$ cat src/rtl/evt_pkg.sv
package evt_pkg;
    // timer configuration bit positions
    localparam int CFG_LVL  = 0;
    localparam int CFG_IE   = 1;
    localparam int CFG_PER  = 2;
    localparam int CFG_PCAP = 3;
    localparam int CFG_VS   = 4;
    localparam int CFG_F32  = 5;

    // word address map
    localparam int A_CAP_LO     = 0;
    localparam int A_CAP_HI     = 1;
    localparam int A_GCFG       = 2;
    localparam int A_STS        = 3;
    localparam int A_CNT_LO     = 4;
    localparam int A_CNT_HI     = 5;
    localparam int A_TMR_BASE   = 8;
    localparam int A_TMR_STRIDE = 4;
    localparam int T_CFG        = 0;
    localparam int T_CMP_LO     = 2;
    localparam int T_CMP_HI     = 3;

    typedef enum logic [1:0] {
        ARM_IDLE   = 2'd0,
        ARM_FIRST  = 2'd1,
        ARM_PERIOD = 2'd2
    } arm_state_t;
endpackage

$ cat src/rtl/evt_main_cnt.sv
module evt_main_cnt #(
    parameter int CNT_W = 64
) (
    input  logic             clk,
    input  logic             rst_n,
    input  logic             en,
    input  logic             wr_lo,
    input  logic             wr_hi,
    input  logic [31:0]      wdata,
    output logic [CNT_W-1:0] cnt
);
    localparam int HALF = CNT_W / 2;

    always_ff @(posedge clk or negedge rst_n) begin
        if (!rst_n) begin
            cnt <= '0;
        end else if (en) begin
            cnt <= cnt + 1'b1;
        end else begin
            if (wr_lo) cnt[HALF-1:0]     <= wdata[HALF-1:0];
            if (wr_hi) cnt[CNT_W-1:HALF] <= wdata[HALF-1:0];
        end
    end

    // advances by exactly one per enabled cycle
    p_count_step_r2: assert property (@(posedge clk) disable iff (!rst_n)
        en |=> cnt == $past(cnt) + 1'b1);

    // holds when disabled and not written
    p_count_hold_r3: assert property (@(posedge clk) disable iff (!rst_n)
        (!en && !wr_lo && !wr_hi) |=> $stable(cnt));
endmodule

$ cat src/rtl/evt_comparator.sv
module evt_comparator
    import evt_pkg::*;
#(
    parameter bit CAN_PER = 1'b1
) (
    input  logic        clk,
    input  logic        rst_n,
    input  logic        cnt_en,
    input  logic [63:0] cnt,
    input  logic        cfg_we,
    input  logic        cmp_we_lo,
    input  logic        cmp_we_hi,
    input  logic [31:0] wdata,
    output logic [31:0] cfg_rd,
    output logic [63:0] cmp_rd,
    output logic        hit,
    output logic        lvl_mode,
    output logic        int_en
);
    arm_state_t  state, state_nx;
    logic        lvl, ie, per, f32;
    logic [63:0] cmp, period;
    logic        match, tgt_acc, tgt_per, per_wr;
    logic [63:0] adv, adv_eff;

    assign per_wr = wdata[CFG_PER] & CAN_PER;

    // next-state process
    always_comb begin
        state_nx = state;
        unique case (state)
            ARM_IDLE:   if (cfg_we && per_wr && wdata[CFG_VS]) state_nx = ARM_FIRST;
            ARM_FIRST:  if (cfg_we && !per_wr)                 state_nx = ARM_IDLE;
                        else if (cmp_we_lo)                    state_nx = ARM_PERIOD;
            ARM_PERIOD: if (cfg_we && !per_wr)                 state_nx = ARM_IDLE;
                        else if (cmp_we_lo)                    state_nx = ARM_IDLE;
            default:                                           state_nx = ARM_IDLE;
        endcase
    end

    // state register
    always_ff @(posedge clk or negedge rst_n) begin
        if (!rst_n) state <= ARM_IDLE;
        else        state <= state_nx;
    end

    // outputs and datapath steered by the state
    assign tgt_acc = (state == ARM_FIRST)  || (state == ARM_IDLE && !per);
    assign tgt_per = (state == ARM_PERIOD) || (state == ARM_IDLE && per);
    assign match   = f32 ? (cnt[31:0] == cmp[31:0]) : (cnt == cmp);
    assign hit     = cnt_en && match && (state == ARM_IDLE);
    assign adv     = cmp + period;
    assign adv_eff = f32 ? {cmp[63:32], adv[31:0]} : adv;

    always_ff @(posedge clk or negedge rst_n) begin
        if (!rst_n) begin
            lvl <= 1'b0; ie <= 1'b0; per <= 1'b0; f32 <= 1'b0;
            cmp <= '0;   period <= '0;
        end else begin
            if (cfg_we) begin
                lvl <= wdata[CFG_LVL];
                ie  <= wdata[CFG_IE];
                per <= per_wr;
                f32 <= wdata[CFG_F32];
            end
            if (tgt_acc && (cmp_we_lo || cmp_we_hi)) begin
                if (cmp_we_lo) cmp[31:0]  <= wdata;
                if (cmp_we_hi) cmp[63:32] <= wdata;
            end else if (hit && per) begin
                cmp <= adv_eff;
            end
            if (tgt_per && cmp_we_lo) period[31:0]  <= wdata;
            if (tgt_per && cmp_we_hi) period[63:32] <= wdata;
        end
    end

    assign cfg_rd   = {26'd0, f32, (state != ARM_IDLE), CAN_PER, per, ie, lvl};
    assign cmp_rd   = cmp;
    assign lvl_mode = lvl;
    assign int_en   = ie;

    // arming only happens with periodic mode held
    p_arm_needs_per_r6: assert property (@(posedge clk) disable iff (!rst_n)
        (state != ARM_IDLE) |-> per);

    // accumulator advances by the period on each periodic match
    p_acc_advance_r6: assert property (@(posedge clk) disable iff (!rst_n)
        (hit && per && !f32) |=> cmp == $past(cmp) + $past(period));
endmodule

$ cat src/rtl/evt_timer_top.sv
module evt_timer_top
    import evt_pkg::*;
#(
    parameter int                    NUM_TMR      = 3,
    parameter logic [31:0]           PERIOD_FS    = 32'd10_000_000,
    parameter logic [NUM_TMR-1:0]    PER_CAP_MASK = 3'b011,
    parameter int                    ADDR_W       = 6
) (
    input  logic               clk,
    input  logic               rst_n,
    input  logic               bus_we,
    input  logic [ADDR_W-1:0]  bus_addr,
    input  logic [31:0]        bus_wdata,
    output logic [31:0]        bus_rdata,
    output logic [NUM_TMR-1:0] irq_o
);
    localparam logic [4:0]  TMR_M1   = 5'(NUM_TMR - 1);
    localparam logic [31:0] CAP_LO_W = {18'd0, 1'b1, TMR_M1, 8'h01};

    logic               g_en;
    logic [63:0]        cnt;
    logic [NUM_TMR-1:0] sts, pulse, hit, lvl, ie;
    logic [31:0]        cfg_rd [NUM_TMR];
    logic [63:0]        cmp_rd [NUM_TMR];

    always_ff @(posedge clk or negedge rst_n) begin
        if (!rst_n)                                           g_en <= 1'b0;
        else if (bus_we && bus_addr == ADDR_W'(A_GCFG))       g_en <= bus_wdata[0];
    end

    evt_main_cnt #(.CNT_W(64)) u_cnt (
        .clk   (clk),
        .rst_n (rst_n),
        .en    (g_en),
        .wr_lo (bus_we && bus_addr == ADDR_W'(A_CNT_LO)),
        .wr_hi (bus_we && bus_addr == ADDR_W'(A_CNT_HI)),
        .wdata (bus_wdata),
        .cnt   (cnt)
    );

    for (genvar t = 0; t < NUM_TMR; t++) begin : g_tmr
        localparam int BASE = A_TMR_BASE + A_TMR_STRIDE * t;
        logic w1c;

        evt_comparator #(.CAN_PER(PER_CAP_MASK[t])) u_cmp (
            .clk       (clk),
            .rst_n     (rst_n),
            .cnt_en    (g_en),
            .cnt       (cnt),
            .cfg_we    (bus_we && bus_addr == ADDR_W'(BASE + T_CFG)),
            .cmp_we_lo (bus_we && bus_addr == ADDR_W'(BASE + T_CMP_LO)),
            .cmp_we_hi (bus_we && bus_addr == ADDR_W'(BASE + T_CMP_HI)),
            .wdata     (bus_wdata),
            .cfg_rd    (cfg_rd[t]),
            .cmp_rd    (cmp_rd[t]),
            .hit       (hit[t]),
            .lvl_mode  (lvl[t]),
            .int_en    (ie[t])
        );

        assign w1c = bus_we && bus_addr == ADDR_W'(A_STS) && bus_wdata[t];

        always_ff @(posedge clk or negedge rst_n) begin
            if (!rst_n) begin
                sts[t]   <= 1'b0;
                pulse[t] <= 1'b0;
            end else begin
                if (hit[t] && lvl[t]) sts[t] <= 1'b1;
                else if (w1c)         sts[t] <= 1'b0;
                pulse[t] <= hit[t] && ie[t] && !lvl[t];
            end
        end

        assign irq_o[t] = lvl[t] ? (sts[t] && ie[t]) : pulse[t];

        // status only falls through a write-1 clear
        p_sts_hold_r9: assert property (@(posedge clk) disable iff (!rst_n)
            (sts[t] && !w1c) |=> sts[t]);

        // a level-mode match is recorded on the next edge
        p_level_set_r4: assert property (@(posedge clk) disable iff (!rst_n)
            (hit[t] && lvl[t]) |=> sts[t]);

        // an edge-mode pulse lasts one cycle unless another match follows
        p_edge_pulse_r11: assert property (@(posedge clk) disable iff (!rst_n)
            (irq_o[t] && !lvl[t] && !hit[t]) |=> !irq_o[t]);

        // no interrupt while the timer's enable was clear at the match
        p_irq_gate_r10: assert property (@(posedge clk) disable iff (!rst_n)
            (hit[t] && !ie[t] && !lvl[t] && !bus_we) |=> !irq_o[t]);
    end

    always_comb begin
        bus_rdata = '0;
        if (bus_addr == ADDR_W'(A_CAP_LO)) bus_rdata = CAP_LO_W;
        if (bus_addr == ADDR_W'(A_CAP_HI)) bus_rdata = PERIOD_FS;
        if (bus_addr == ADDR_W'(A_GCFG))   bus_rdata = {31'd0, g_en};
        if (bus_addr == ADDR_W'(A_STS))    bus_rdata = 32'(sts);
        if (bus_addr == ADDR_W'(A_CNT_LO)) bus_rdata = cnt[31:0];
        if (bus_addr == ADDR_W'(A_CNT_HI)) bus_rdata = cnt[63:32];
        for (int t = 0; t < NUM_TMR; t++) begin
            if (bus_addr == ADDR_W'(A_TMR_BASE + A_TMR_STRIDE * t + T_CFG))
                bus_rdata = cfg_rd[t];
            if (bus_addr == ADDR_W'(A_TMR_BASE + A_TMR_STRIDE * t + T_CMP_LO))
                bus_rdata = cmp_rd[t][31:0];
            if (bus_addr == ADDR_W'(A_TMR_BASE + A_TMR_STRIDE * t + T_CMP_HI))
                bus_rdata = cmp_rd[t][63:32];
        end
    end
endmodule

$ cat config.mk
export PLATFORM = sky130hd
export DESIGN_NAME = evt_timer_top
export DESIGN_NICKNAME = d
export VERILOG_FILES = /design/src/rtl/evt_pkg.sv /design/src/rtl/evt_main_cnt.sv /design/src/rtl/evt_comparator.sv /design/src/rtl/evt_timer_top.sv
export SDC_FILE = /design/constraint.sdc
export NUM_CORES = 1
export LEC_CHECK = 0
export BUFFER_PORTS_ARGS = -buffer_cell sky130_fd_sc_hd__buf_2
export CORE_MARGIN = 2
export CORE_UTILIZATION = 49
export CTS_BUF_LIST = sky130_fd_sc_hd__clkbuf_16
export DETAILED_ROUTE_END_ITERATION = 10
export MAX_ROUTING_LAYER = met4
export PLACE_DENSITY = 0.72
export SLEW_MARGIN = 20
export SYNTH_ARGS = -nofsm -noshare
export SYNTH_HDL_FRONTEND = slang
export SYNTH_SLANG_ARGS = --single-unit
$ cat constraint.sdc
create_clock -name clk -period 6.4 [get_ports clk]
set_clock_uncertainty 0.15 [all_clocks]
set_input_delay 0.32 -clock clk [delete_from_list [all_inputs] [get_ports clk]]
set_output_delay 0.32 -clock clk [all_outputs]
set_load 0.02 [all_outputs]
* Yosys cells after proc, flatten, opt, wreduce, memory -nomap -nowiden
Cells that the tools add are included.
** Cells by class
- Add/sub/neg operators :: 3
- Equal/unequal tests :: 43
- Multiplexer cells :: 60
- Bitwise gates (word level) :: 1
- Reductions and logical operators :: 90
** Operator list (count)
- two-way mux 32 bit :: 22
- two-way mux 64 bit :: 8
- == test 64 bit :: 3
- adder 64 bit :: 2
- == test 32 bit :: 3
- adder 64 x 1 -> 64 bit, second input constant :: 1
- logical AND 1 bit :: 53
- == test 6 x 4 -> 1 bit, second input constant :: 6
- two-way mux 2 bit :: 14
- nonzero test 2 bit :: 10
- == test 6 x 5 -> 1 bit, second input constant :: 3
- != test 3 x 1 -> 1 bit, second input constant :: 6
- one-hot mux 2 bit (3 select lines) :: 3
- AND reduction 3 bit :: 6
- != test 2 x 1 -> 1 bit, second input constant :: 8
- two-way mux 14 bit :: 1
- == test 6 x 2 -> 1 bit, second input constant :: 2
- == test 6 x 3 -> 1 bit, second input constant :: 2
- two-way mux 1 bit :: 12
- logical OR 1 bit :: 8
- == test 2 x 1 -> 1 bit, second input constant :: 3
- == test 2 bit, second input constant :: 3
- == test 6 x 1 -> 1 bit, second input constant :: 1
- zero test 1 bit :: 6
- other kinds (5) :: 11
** Word-level totals
- Register bits :: 408
- Word-level logic and storage cells :: 230

* Depth between registers and ports, before layout
- Word-level depth :: 16
- Depth in mapped cells :: 16

* Hierarchy
A second synthesis with hierarchy kept.
** Unflattened totals
- Cell total of the unflattened synthesis :: 3531
- Area total of the unflattened synthesis :: 31123.6 sq um
** By module, submodules not included
- evt_comparator (g_tmr[1].u_cmp) :: instances 1, cells each 1148, area each 10299.9 sq um, sequential area each 3353.2 sq um
- evt_comparator (g_tmr[0].u_cmp) :: instances 1, cells each 1091, area each 9858.2 sq um, sequential area each 3353.2 sq um
- evt_main_cnt :: instances 1, cells each 513, area each 4152.7 sq um, sequential area each 1601.5 sq um
- evt_comparator (g_tmr[2].u_cmp) :: instances 1, cells each 262, area each 3412.0 sq um, sequential area each 1676.6 sq um
- evt_timer_top :: instances 1, cells each 517, area each 3400.8 sq um, sequential area each 175.2 sq um

* Worst setup path before layout
No wires, ideal clock.
- Path type :: register -> register
- Start point :: register g_tmr[0].u_cmp.cmp[9]
- End point :: register g_tmr[0].u_cmp.cmp[60]
- Data arrival time :: 3.345 ns
- Path slack :: 2.756 ns
- Stages on the path, launching flop included :: 15
- Path buffers :: 0
- Clock period less this slack :: 3.644 ns
- Path through :: dfrtp_1 -> ha_1 -> a211oi_1 -> o21ai_1 -> o2111a_1 -> or3b_4 -> a311oi_2 -> o31ai_2 -> a21oi_4 -> o211ai_2 -> a21o_1 -> a221o_1 -> a21oi_2 -> xor2_1 -> a21oi_1
** Between the ends
- Word-level cells in the longest chain between the ends :: 7
- Elaborated cells between the ends (all ways) :: 12
- Classes of those cells :: add/sub: 1; eq/ne: 2; mux: 4; reduce/logical: 5
** RTL lines
- start, declared :: line evt_comparator.sv:22 : logic [63:0] cmp, period;
- start signal, assigned :: line evt_comparator.sv:67 : if (cmp_we_lo) cmp[31:0] <= wdata;
- start signal, assigned :: line evt_comparator.sv:70 : cmp <= adv_eff;
- parallel branches: the longest is 7 deep, another holds adder 64 bit
Several ways; the timed one is not identified. The select of a mux whose other input is x is not followed.
A chain may end at the register's enable or synchronous reset.

* Final worst setup path
- Start point :: register g_tmr[1].u_cmp.cmp[0]
- End point :: register g_tmr[1].u_cmp.cmp[62]
** Between the ends
- Word-level cells in the longest chain between the ends :: 7
- Elaborated cells between the ends (all ways) :: 12
- Classes of those cells :: add/sub: 1; eq/ne: 2; mux: 4; reduce/logical: 5
** RTL lines (line)
- start, declared :: evt_comparator.sv:22
- start signal, assigned :: evt_comparator.sv:67
- start signal, assigned :: evt_comparator.sv:70
- parallel branches: the longest is 7 deep, another holds adder 64 bit
Several ways; the timed one is not identified. The select of a mux whose other input is x is not followed.

==> results by group <==
Synthesis
  – Post-synth ARST share: 1.00
  – Syn Inst Count: 3274
  – Syn avg cell area: 8.92 um2
  – Count of cell types in the netlist: 80
  – Ys flop type: dfrtp_1
  – Post-Syn Nets: 3444
  – Ys Warns: 0
  – Post-synthesis sequential area ratio: 0.348
  – Mapped cell area: 29200 um2
  – Post-synth EDFFs: 0
  – FF+latch count, synth: 406

Worst setup path
  – Endpoint class of the critical path: flip-flop
  – Reg2reg start: g_tmr[1].u_cmp.cmp_rd[0]$_DFFE_PN0P_
  – FF-to-FF End: g_tmr[1].u_cmp.cmp_rd[62]$_DFFE_PN0P_
  – CP required: 6.73 ns
  – Flop-to-flop setup slack: 1.87 ns
  – Critical path peak fanout: 4
  – R2R cell count: 16
  – Kind of critical path: flip-flop to flip-flop
  – CP startpoint kind: flip-flop
  – Arr. time, crit path: 4.85 ns

Timing
  – Hold Fails Final Rpt: 0
  – Final setup TNS: 0 ns
  – FMAX: 0.221 GHz
  – Worst Tran Pin Value: 1.08 ns
  – Max Slew Vio Count: 0
  – Finish-stage setup viols: 0
  – Fin crit share: 0.707
  – Relative slew slack: 0.282
  – Minimum clock period: 4.53 ns
  – RSZ-0062 raised after global routing: no

Floorplanning
  – Core Footprint: 58900 um2
  – Die Footprint: 61500 um2
  – Initial core utilization: 0.496
  – Row cnt: 89
  – Num ports: 76
  – Die extent in x: 248 um
  – DIE HEIGHT: 248 um

Hold path
  – WHS Path Cells: 3
  – Worst Hold End: g_tmr[0].u_cmp.cmp_rd[21]$_DFFE_PN0P_
  – Tightest Hold Check Type: input port to flip-flop
  – Worst Hold Launch: bus_wdata[21]

Clock tree
  – # clock sinks: 406
  – Clock Path Buffers: 3
  – CTS tree: done
  – Clk_lat worst skew: 0.61 ns
  – CTS Root Cell: clkbuf_16
  – H-tree depth: 2
  – Post-CTS setup buffers: 0
  – Resized Gates After CTS: 0
  – Hold-fix buffers at CTS: 7
  – Clock transition at path regs: 0.06 ns
  – CTS buffer count: 49

Layout
  – Final design utilization: 0.538
  – Finished Layout Cells: 3982
  – Area grow syn2layout: 8.51%
  – Share of cells above drive strength 1: 0.143
  – Nets: 3341
  – Post-route cell area: 31700 um2

Power
  – Total power: 9.92 mW
  – Internal power: 5.95 mW
  – Switching share of power: 0.400
  – Power per cell area: 313 nW/um2
  – Peak VDD IR: 202 uV
  – Clk network pwr share: 0.306
  – Comb pwr share: 0.283
  – Pleak: 14.7 nW
  – Seq pwr share: 0.411
  – P_sw: 3.97 mW

Route
  – Routed Antenna Nets: 0
  – Via count: 26300
  – Violation count after the first detailed-routing iteration: 3751
  – Routed len/inst: 27.5 um
  – Via-to-Cell Ratio: 6.60
  – Router iterations before antenna repair: 8
  – DRC: 0
  – Post-Route WL: 109000 um

Placement
  – Gpl congestion: 1.08
  – Placed Instances: 3886
  – Placed inst area: 29900 um2
  – Hpwl dp: 81300 um
  – I/O Buffers: 75

Run status
  – Run status: complete, no violations

GRT
  – GR Util All Layers: 0.364
  – Initial antenna violation count: 2
  – Global-route wire length before repair: 161000 um
  – Pin count of the biggest net entering global routing: 163
  – Grt total ovfl: 0
  – Vias in the first global route: 23500

Job
  – Max Cap Violations: 0
power groups by stage:
stage	logic, mW	registers [mW]	clock network (mW)
floorplan	2.34	3.20	0
global placement	2.64	4.06	0
detailed placement	2.63	4.06	0
CTS	2.66	4.02	3.06
global route	2.97	4.09	3.17
finish	2.81	4.07	3.03
worst max-delay path, cell delays in order, from the launching register on:
cell and delay (ns):
dfrtp_1 0.40, ha_1 0.22, inv_1 0.07, fa_1 0.41
nor2b_1 0.17, o31ai_1 0.11, a31oi_1 0.50, o21ai_1 0.28
o31a_1 0.38, o31a_1 0.32, o21ai_1 0.40, a31oi_1 0.23
o211ai_1 0.23, a31oi_1 0.14, o21ai_1 0.18, xnor2_1 0.13
o21ai_0 0.08
area by class of cell:
| cell class | instances | area, um2 |
|---|---|---|
| Multi-Input combinational cell | 2543 | 17900 |
| Tap cell | 773 | 967 |
| Timing Repair Buffer | 117 | 743 |
| Sequential cell | 406 | 10200 |
| Clock inverter | 36 | 437 |
| Inverter | 54 | 203 |
| Fill cell | 5405 | 27200 |
| Clock buffer | 51 | 1280 |
| Antenna cell | 2 | 5.00 |
cells by family after synthesis:
kind of cell	count (synthesis)	share of synthesized area
flops	406	0.348
simple gates	902	0.144
xor+xnor	365	0.110
buf+inv	325	0.0422
fa+ha+maj	129	0.0558
compound gates	856	0.190
mux	291	0.110
stage by stage:
stage | setup slack (ns) | hold WS, ns
finish | 1.87 | 0.0342
global route | 1.64 | 0.0252
CTS | 1.98 | 0.000717
detailed placement | 2.01 | 0.189
global placement | 2.09 | 0.185
floorplan | 2.76 | -0.126
registers in the layout, summed over array words and instances, names as in the netlist:
signal / flops
u_cnt.cnt: 64
g_tmr.u_cmp.int_en: 3
g_tmr.u_cmp.lvl_mode: 3
sts: 3
g_tmr.u_cmp.period: 128
g_en: 1
g_tmr.u_cmp.state: 4
pulse: 3
g_tmr.u_cmp.per: 2
g_tmr.u_cmp.f32: 3
g_tmr.u_cmp.cmp_rd: 192
worst max-delay path by stage:
stage,cells after the start,from,end,slack [ns]
floorplan,14,g_tmr[0].u_cmp.cmp_rd[9]$_DFFE_PN0P_,g_tmr[0].u_cmp.cmp_rd[60]$_DFFE_PN0P_,2.76
global placement,16,g_tmr[1].u_cmp.cmp_rd[0]$_DFFE_PN0P_,g_tmr[1].u_cmp.cmp_rd[62]$_DFFE_PN0P_,2.09
detailed placement,16,g_tmr[1].u_cmp.cmp_rd[0]$_DFFE_PN0P_,g_tmr[1].u_cmp.cmp_rd[62]$_DFFE_PN0P_,2.01
CTS,16,g_tmr[1].u_cmp.cmp_rd[0]$_DFFE_PN0P_,g_tmr[1].u_cmp.cmp_rd[62]$_DFFE_PN0P_,1.98
global route,16,g_tmr[1].u_cmp.cmp_rd[0]$_DFFE_PN0P_,g_tmr[1].u_cmp.cmp_rd[62]$_DFFE_PN0P_,1.64
finish,16,g_tmr[1].u_cmp.cmp_rd[0]$_DFFE_PN0P_,g_tmr[1].u_cmp.cmp_rd[62]$_DFFE_PN0P_,1.87
cells in the final DEF, fill, tap and decap left out, types with 21 or more instances in the layout:
cell / Yosys / layout
nor3_1: 28 / 28
dfrtp_1: 406 / 405
nor2_1: 200 / 194
mux2_2: 236 / 236
buf_2: 6 / 74
a21o_1: 80 / 80
nand3_1: 107 / 103
a211oi_1: 40 / 40
xnor2_1: 261 / 261
a31oi_1: 66 / 65
nand4_1: 79 / 79
mux2i_1: 55 / 55
nand2_1: 330 / 327
o21ai_0: 200 / 200
a221oi_1: 38 / 38
clkbuf_16: 0 / 51
and3_1: 52 / 50
a222oi_1: 21 / 21
a21oi_1: 216 / 216
nor4_1: 23 / 23
ha_1: 127 / 127
buf_4: 1 / 33
inv_1: 53 / 60
xor2_1: 104 / 104
a22o_1: 35 / 35
synth_stat cells, types with 20 or more instances:
cell	n	share of area
a222oi_1	21	0.0072
buf_1	24	0.0031
nor3_1	28	0.0048
dfrtp_1	406	0.35
ha_1	127	0.054
mux2_2	236	0.091
a21o_1	80	0.021
mux2i_1	55	0.019
nor4_1	23	0.0049
clkbuf_1	240	0.031
xor2_1	104	0.031
a22o_1	35	0.011
a211oi_1	40	0.010
nor2_1	200	0.026
a31oi_1	66	0.014
nand4_1	79	0.017
inv_1	53	0.0068
a21oi_1	216	0.037
a221oi_1	38	0.011
o21ai_0	200	0.034
nand3_1	107	0.018
and3_1	52	0.011
xnor2_1	261	0.078
o211ai_1	20	0.0051
nand2_1	330	0.042
per-layer routing:
| layer | track usage | up-vias | part of all wire |
|---|---|---|---|
| met2 | 0.495 | 1537 | 0.41 |
| met3 | 0.0847 | 234 | 0.11 |
| met1 | 0.523 | 12900 | 0.44 |
| li1 | - | 11600 | - |
| met5 | - | - | 0 |
| met4 | 0.134 | 0 | 0.043 |
Power figures use the tool's default switching activity.
